**src/rtl/beEncPkg.sv**
```systemverilog
package beEncPkg;
  typedef struct packed {
    logic capture;    // register the fields this cycle
    logic zeroRead;   // read with no strobe set
    logic zeroWrite;  // write with no strobe set
  } encCtrl_t;
endpackage

```
**src/rtl/beEncCtrl.sv**
```systemverilog
module beEncCtrl
  import beEncPkg::*;
(
  input  logic     clk,
  input  logic     rstN,
  input  logic     inValid,
  input  logic     inIsWrite,
  input  logic     anyStrb,
  output encCtrl_t ctl,
  output logic     outValid
);
  always_comb begin
    ctl.capture   = inValid;
    ctl.zeroRead  = inValid && !inIsWrite && !anyStrb;
    ctl.zeroWrite = inValid && inIsWrite && !anyStrb;
  end

  always_ff @(posedge clk) begin
    if (!rstN) outValid <= 1'b0;
    else       outValid <= inValid;
  end
endmodule

```
**src/rtl/beEncDatapath.sv**
```systemverilog
module beEncDatapath
  import beEncPkg::*;
#(
  parameter int BUS_BYTES = 16,
  parameter int ADDR_W    = 32,
  localparam int IDX_W    = $clog2(BUS_BYTES),
  localparam int POS_W    = $clog2(BUS_BYTES + 3) + 1,
  localparam int DW_W     = POS_W - 2,
  localparam int LEN_W    = $clog2(BUS_BYTES / 4 + 2)
) (
  input  logic                 clk,
  input  logic                 rstN,
  input  encCtrl_t             ctl,
  input  logic [ADDR_W-1:0]    inAddr,
  input  logic [BUS_BYTES-1:0] inStrb,
  output logic                 anyStrb,
  output logic [LEN_W-1:0]     outLenDw,
  output logic [3:0]           outFirstBe,
  output logic [3:0]           outLastBe,
  output logic [ADDR_W-3:0]    outDwAddr,
  output logic                 outBadStrb
);
  logic [IDX_W-1:0] firstIdx, lastIdx;
  logic [IDX_W:0]   setCount, spanBytes;
  logic             seen;
  logic [POS_W-1:0] startPos, endPos;
  logic [DW_W-1:0]  firstDw, lastDw, spanDw;
  logic [3:0]       feNext, leNext;

  // locate the run bounds and count the set strobes
  always_comb begin
    firstIdx = '0;
    lastIdx  = '0;
    setCount = '0;
    seen     = 1'b0;
    for (int i = 0; i < BUS_BYTES; i++) begin
      if (inStrb[i]) begin
        if (!seen) firstIdx = IDX_W'(i);
        seen     = 1'b1;
        lastIdx  = IDX_W'(i);
        setCount = setCount + 1'b1;
      end
    end
  end

  assign anyStrb   = |inStrb;
  assign spanBytes = {1'b0, lastIdx} - {1'b0, firstIdx} + (IDX_W+1)'(1);
  assign startPos  = POS_W'(inAddr[1:0]) + POS_W'(firstIdx);
  assign endPos    = POS_W'(inAddr[1:0]) + POS_W'(lastIdx);
  assign firstDw   = startPos[POS_W-1:2];
  assign lastDw    = endPos[POS_W-1:2];
  assign spanDw    = lastDw - firstDw + DW_W'(1);

  // per-lane enables for the first and final dword of the span
  for (genvar j = 0; j < 4; j++) begin : g_lane
    logic [POS_W-1:0] firstLanePos, lastLanePos;
    assign firstLanePos = {firstDw, 2'b00} + POS_W'(j);
    assign lastLanePos  = {lastDw, 2'b00} + POS_W'(j);
    assign feNext[j] = (firstLanePos >= startPos) && (firstLanePos <= endPos);
    assign leNext[j] = (lastDw != firstDw) && (lastLanePos <= endPos);
  end

  always_ff @(posedge clk) begin
    if (!rstN) begin
      outLenDw   <= '0;
      outFirstBe <= '0;
      outLastBe  <= '0;
      outDwAddr  <= '0;
      outBadStrb <= 1'b0;
    end else if (ctl.capture) begin
      outDwAddr <= inAddr[ADDR_W-1:2] + (ADDR_W-2)'(firstDw);
      if (ctl.zeroRead || ctl.zeroWrite) begin
        outLenDw   <= LEN_W'(1);
        outFirstBe <= ctl.zeroRead ? 4'hF : 4'h0;
        outLastBe  <= 4'h0;
        outBadStrb <= 1'b0;
      end else begin
        outLenDw   <= LEN_W'(spanDw);
        outFirstBe <= feNext;
        outLastBe  <= leNext;
        outBadStrb <= (setCount != spanBytes);
      end
    end
  end
endmodule

```
**src/rtl/beDwordEncoder.sv**
```systemverilog
module beDwordEncoder
  import beEncPkg::*;
#(
  parameter int BUS_BYTES = 16,
  parameter int ADDR_W    = 32,
  localparam int LEN_W    = $clog2(BUS_BYTES / 4 + 2)
) (
  input  logic                 clk,
  input  logic                 rstN,
  input  logic                 inValid,
  input  logic                 inIsWrite,
  input  logic [ADDR_W-1:0]    inAddr,
  input  logic [BUS_BYTES-1:0] inStrb,
  output logic                 outValid,
  output logic [LEN_W-1:0]     outLenDw,
  output logic [3:0]           outFirstBe,
  output logic [3:0]           outLastBe,
  output logic [ADDR_W-3:0]    outDwAddr,
  output logic                 outBadStrb
);
  encCtrl_t ctl;
  logic     anyStrb;

  beEncCtrl u_ctrl (
    .clk(clk), .rstN(rstN), .inValid(inValid), .inIsWrite(inIsWrite),
    .anyStrb(anyStrb), .ctl(ctl), .outValid(outValid)
  );

  beEncDatapath #(.BUS_BYTES(BUS_BYTES), .ADDR_W(ADDR_W)) u_dp (
    .clk(clk), .rstN(rstN), .ctl(ctl), .inAddr(inAddr), .inStrb(inStrb),
    .anyStrb(anyStrb), .outLenDw(outLenDw), .outFirstBe(outFirstBe),
    .outLastBe(outLastBe), .outDwAddr(outDwAddr), .outBadStrb(outBadStrb)
  );
endmodule

```
**config.mk**
```make
export PLATFORM = sky130hd
export DESIGN_NAME = beDwordEncoder
export DESIGN_NICKNAME = d
export VERILOG_FILES = /design/src/rtl/beEncPkg.sv /design/src/rtl/beEncCtrl.sv /design/src/rtl/beEncDatapath.sv /design/src/rtl/beDwordEncoder.sv
export SDC_FILE = /design/constraint.sdc
export NUM_CORES = 1
export LEC_CHECK = 0
export BUFFER_PORTS_ARGS = -buffer_cell sky130_fd_sc_hd__buf_4
export CAP_MARGIN = 20
export CORE_AREA = 2 2 116 118
export DETAILED_ROUTE_END_ITERATION = 8
export DIE_AREA = 0 0 118 120
export PLACE_DENSITY = 0.59
export RECOVER_POWER = 25
export SLEW_MARGIN = 20
export SYNTH_ARGS = -nofsm -noshare
export SYNTH_HDL_FRONTEND = slang
export SYNTH_HIERARCHICAL = 1
export SYNTH_SLANG_ARGS = --single-unit
```
**constraint.sdc**
```tcl
create_clock -name clk -period 14.2 [get_ports clk]
set_input_delay 0.71 -clock clk [delete_from_list [all_inputs] [get_ports clk]]
set_output_delay 0.71 -clock clk [all_outputs]
set_load 0.02 [all_outputs]
```
# After elaboration in Yosys (flattened, before gate mapping)
# Index checks and enable logic that the tools add are counted.
classes:
  addsub: 28
  n_mul: 0
  div_mod_pow: 0
  order_cmp: 12
  eq_ne: 2
  shift: 0
  muxes: 81
  bitwise_logic: 0
  n_reduce_logical: 16
ops:
  columns: ["cell", "n"]
  rows:
  - ["$mux W4", 40]
  - ["$add A5 B1 Y5 const B", 15]
  - ["$mux W5", 15]
  - ["$le A6 B6 Y1", 8]
  - ["$add A30 B4 Y30", 1]
  - ["$add A6 B2 Y6 const B", 4]
  - ["$ge A6 B6 Y1", 4]
  - ["$mux W1", 19]
  - ["$reduce_or A16 Y1", 1]
  - ["$mux W3", 5]
  - ["$add A6 B1 Y6 const B", 2]
  - ["$logic_and A1 B1 Y1", 12]
  - ["$add A2 B4 Y5", 2]
  - ["$ne A5 B5 Y1", 1]
  - ["$sub A4 B4 Y5", 1]
  - ["$mux W2", 2]
  - ["$ne A4 B4 Y1", 1]
  - ["$add A3 B1 Y3 const B", 1]
  - ["$sub A3 B3 Y3", 1]
  - ["$add A1 B1 Y2 const B", 1]
  - ["$logic_not A1 Y1", 2]
  - ["$logic_or A1 B1 Y1", 1]
word_totals:
  regBits: 43
  latchBits: 0
  ramBits: 0
  romBits: 0
  input_bits: 52
  elab_cells: 145
  n_memories: 0

# Logic depth before layout (Yosys ltp)
logic_depth:
  ltp_word: 36
  mapped_depth: 48
  depth_no_buf: 48

# By module
# The synthesis kept the hierarchy.
by_module_without_submodules:
  columns: ["module", "n_inst", "cells_each", "area_per_inst_um2", "seq_area_each_um2"]
  rows:
  - ["beEncDatapath", 1, 644, 4971.0, 840.8]
  - ["beEncCtrl", 1, 5, 55.1, 20.0]

# Least setup slack after synthesis
# No wires, ideal clock.
synth_path:
  path_type: "in2reg"
  startpoint: "input inStrb[0]"
  endpoint: "register u_dp.outBadStrb"
  t_arrival_ns: 9.386
  setup_slack_ns: 4.687
  path_stages: 47
  path_buffers: 0
  path_cell_list: "inv_1 > ha_1 > xor2_2 > ha_1 > nand2_1 > o21ba_2 > nor4_2 > inv_1 > ha_1 > mux2_2 > ha_1 > mux2_2 > ha_1 > nand2_1 > o31ai_1 > a21boi_0 > ha_1 > nand2_1 > [... 11 more ...] > or2_2 > nor2b_1 > ha_1 > a21o_1 > o21a_1 > ha_1 > nand2_1 > nand2_1 > ha_1 > nand2_1 > xnor2_1 > xnor2_1 > nor2_1 > and3_1 > xnor2_1 > xor3_1 > o21bai_1 > o211ai_2"
synth_between:
  elab_chain_cells: 35
synth_rtl:
  columns: ["element", "line_no", "source"]
  rows:
  - ["from (decl)", "beDwordEncoder.sv:13", "input logic [BUS_BYTES-1:0] inStrb,"]
  - ["parallel branches: the longest is 34 deep, another holds $add A5 B1 Y5", null, null]
  - ["$mux W1 (*)", "beEncDatapath.sv:72", "if (ctl.zeroRead || ctl.zeroWrite) begin"]
  - ["to (signal assigned)", "beEncDatapath.sv:81", "outBadStrb <= (setCount != spanBytes);"]
  - ["to (decl)", "beEncDatapath.sv:21", "output logic outBadStrb"]
# Every way passes the cells marked *.
# A chain may end at the register's enable or synchronous reset.

# Final worst setup path
# Ends and elaborated chain as after synthesis.

==> out/results.txt <==
status: finished with violations
failing checks: capacitance limit, slew limit
core area: 0.0130 mm²
CTS clk-pin slew, worst paths: 0.07 ns
RSZ-0062 raised after global routing: no
period utilisation layout: 72.4%
routability cong.: 0.797
slowest CP cell: a21boi_0
Mapped Cells: 649
first-pass GRT wire length: 21.2 mm
vias per inst: 5.24
Synth Area per Inst: 7.74 µm²
Yosys cell types: 71
synth warn: 6
Filler cells: 1,330
setup bufs post-CTS: 0
crit path max fanout: 6
DRT iter0 DRCs: 206
Total Routing Usage GR: 17.6%
Buffers on Ports: 94
crit end category: flip-flop
CP max stage delay: 0.41 ns
final setup fails: 0
starting density of the core: 38.7%
final WL: 12.4 mm
WP data arrival: 10.45 ns
CP most frequent cell: ha_1
largest net degree at the start of global routing: 81
hold path depth: 1
Syn Nets: 742
layout cell share with drive strength beyond 1: 15.3%
Buf+Inv Stages, Crit Path: 4
die area: 0.0142 mm²
HPWL after DPL: 9.81 mm
CP delay by family, top: adder cells
hold_buf cts: 0
vias in the first global route: 4,646
asr flop ratio synth: 0%
row cnt: 42
max-slew violations: 81
Worst Reg-to-Reg Cells: 3
critical path class: primary input to flip-flop
post-synthesis sequential area ratio: 17.1%
Period minus WS final: 10.29 ns
Power, Total: 0.754 mW
drt drc: 0
total CTS buffers: 5
Worst Hold Class: flip-flop to flip-flop
Top Ports: 95
Critical R2R Capture: u_dp/outLastBe[3]
P&R area growth vs syn: 17.3%
number of synthesized register bits: 43
Max Cap Violations: 1
worst path required time: 14.37 ns
P per Cell Area: 128 mW/mm²
Relative slew margins: -113%
Leakage Power: 2.75 nW
Final nets: 813
Pre-antenna DRT Iters: 5
r2r setup slk: 13.34 ns
Mapped Area: 0.00503 mm²
Die Wd: 118 µm
via count: 4,698
Slew @ Worst Pin: 3.20 ns
commonest register cell after synthesis: dfxtp_1
CTS resizes: 0
hold endpoint: u_dp/outDwAddr[28]
maximum vdd drop: 0.0554 mV
Max Fclk: 0.0972 GHz
Sink Count: 43
DR WL/cell: 13.8 µm
Chip Height: 120 µm
CTS H-tree depth: 2
Critical Path Start Type: primary input
CTS tree: built
hold_sp: u_dp/outDwAddr[28]
ANT nets after route: 0
clk buf depth: 2
worst-skew pair later-pin latency: 0.29 ns
Hold Fails Final Rpt: 0
clock skew: 0 ns
Post-synth EDFFs: 0
initial antenna violation count: 0
antenna fix cells: 0
remaining global-route overflow: 0
Root Buffer: clkbuf_16
setup TNS: 0 ns
Reg2Reg Launch Point: u_dp/outLastBe[3]
==> flip-flops by register name, indices dropped and copies added (netlist names) <==
| name | flops |
|---|---|
| u_ctrl/outValid | 1 |
| u_dp/outLenDw | 3 |
| u_dp/outFirstBe | 4 |
| u_dp/outLastBe | 4 |
| u_dp/outBadStrb | 1 |
| u_dp/outDwAddr | 30 |
==> layout by cell type, fill, tap and decap left out, types with 16 or more instances in the layout <==
cell       n
buf_4     73
dfxtp_1   43
nor2_1    36
clkbuf_1  22
o211a_1   29
nand3_1   35
inv_1     37
ha_1      36
nor2b_1   16
a21oi_1   33
xor2_1    26
o21ai_0   34
nand2_1   81
xnor2_1   33
==> metal layers <==
layer  up-vias  global-route usage (%)  share of wire, %
met5         -                       0                 0
met4         0                    3.69               1.1
met3         7                    4.33               5.3
met2        84                    30.0                46
met1      2160                    22.7                48
li1       2447                       -                 -
==> power by group <==
part	internal (mW)	total, mW	switching, mW
Combinational	0.239	0.504	0.265
Clock	0.0650	0.114	0.0487
Sequential	0.132	0.137	0.00552
==> per-stage QoR <==
stage | area [µm²] | hold slack [ns] | std cells | setup slack, ns | utilization [%]
3_5_place_dp | 5830 | 0.470 | 889 | 3.67 | 44.9
5_1_grt | 5890 | 0.493 | 897 | 3.25 | 45.4
4_1_cts | 5970 | 0.485 | 897 | 3.96 | 46.0
3_3_place_gp | 5830 | 0.463 | 889 | 4.12 | 44.9
6_report | 5890 | 0.480 | 897 | 3.91 | 45.4
2_1_floorplan | 5030 | 0.553 | 649 | 4.69 | -
==> kinds of logic (layout without fill, tap and decap cells) <==
family | after synthesis | after routing | share of synthesized area [%]
AND/OR/NAND/NOR | 251 | 251 | 25.1
AO/OA/AOI/OAI | 157 | 157 | 22.0
XOR/XNOR | 73 | 73 | 16.4
buffers and inverters | 69 | 141 | 5.30
flip-flops | 43 | 43 | 17.1
adder cells (fa/ha/maj) | 41 | 41 | 11.0
multiplexers | 15 | 15 | 3.19
==> how the worst max path moves through the flow <==
stage	start	end	slack, ns	depth (start not counted)
6_report	inStrb[0]	u_dp/outBadStrb	3.91	48
5_1_grt	inStrb[0]	u_dp/outBadStrb	3.25	48
4_1_cts	inStrb[0]	u_dp/outBadStrb	3.96	48
3_5_place_dp	inStrb[0]	u_dp/outBadStrb	3.67	48
3_3_place_gp	inStrb[0]	u_dp/outBadStrb	4.12	48
2_1_floorplan	inStrb[0]	u_dp/outBadStrb	4.69	47
==> worst register-to-register path: stages, from the launching register on <==
cell and delay [ns]:
dfxtp_1 0.32, nor2b_1 0.12, a21oi_1 0.25, nor2b_1 0.06
==> layout make-up <==
cell class                      count  area, µm²  share of cell area (%)
Clock buffer                        6        129                    2.19
Clock inverter                      2       12.5                   0.212
Inverter                           39        146                    2.48
Multi-Input combinational cell    537       3900                    66.1
Sequential cell                    43        861                    14.6
Tap cell                          176        220                    3.74
Timing Repair Buffer               94        627                    10.6
==> synthesized netlist by cell type (3+ instances only) <==
library cell / count / area, µm²
or3_1: 9 / 56.3
ha_1: 36 / 450
nand2b_1: 8 / 50.1
o211a_1: 29 / 290
and3_1: 11 / 68.8
nand2_1: 81 / 304
dfxtp_1: 43 / 861
mux2_2: 4 / 45.0
nor3_1: 15 / 75.1
nor2_1: 36 / 135
o21ai_0: 34 / 170
xnor3_2: 3 / 71.3
and2_1: 6 / 37.5
a31oi_1: 4 / 25.0
xnor3_1: 4 / 90.1
nand3_1: 35 / 175
xor2_1: 26 / 228
o21a_1: 3 / 22.5
clkbuf_1: 24 / 90.1
buf_2: 3 / 15.0
o32ai_1: 3 / 26.3
o211ai_1: 4 / 30.0
a21o_1: 6 / 45.0
xnor2_1: 33 / 289
xor3_1: 3 / 71.3
o31ai_1: 4 / 30.0
nor2b_1: 16 / 100
mux2i_1: 10 / 100
a21boi_0: 6 / 45.0
inv_1: 37 / 139
a211oi_1: 9 / 67.6
nand4_1: 6 / 37.5
nor4_1: 3 / 18.8
nand3b_1: 4 / 30.0
a21oi_1: 33 / 165
or2_2: 8 / 50.1
fa_1: 5 / 100
(Power assumes the default switching activity.)
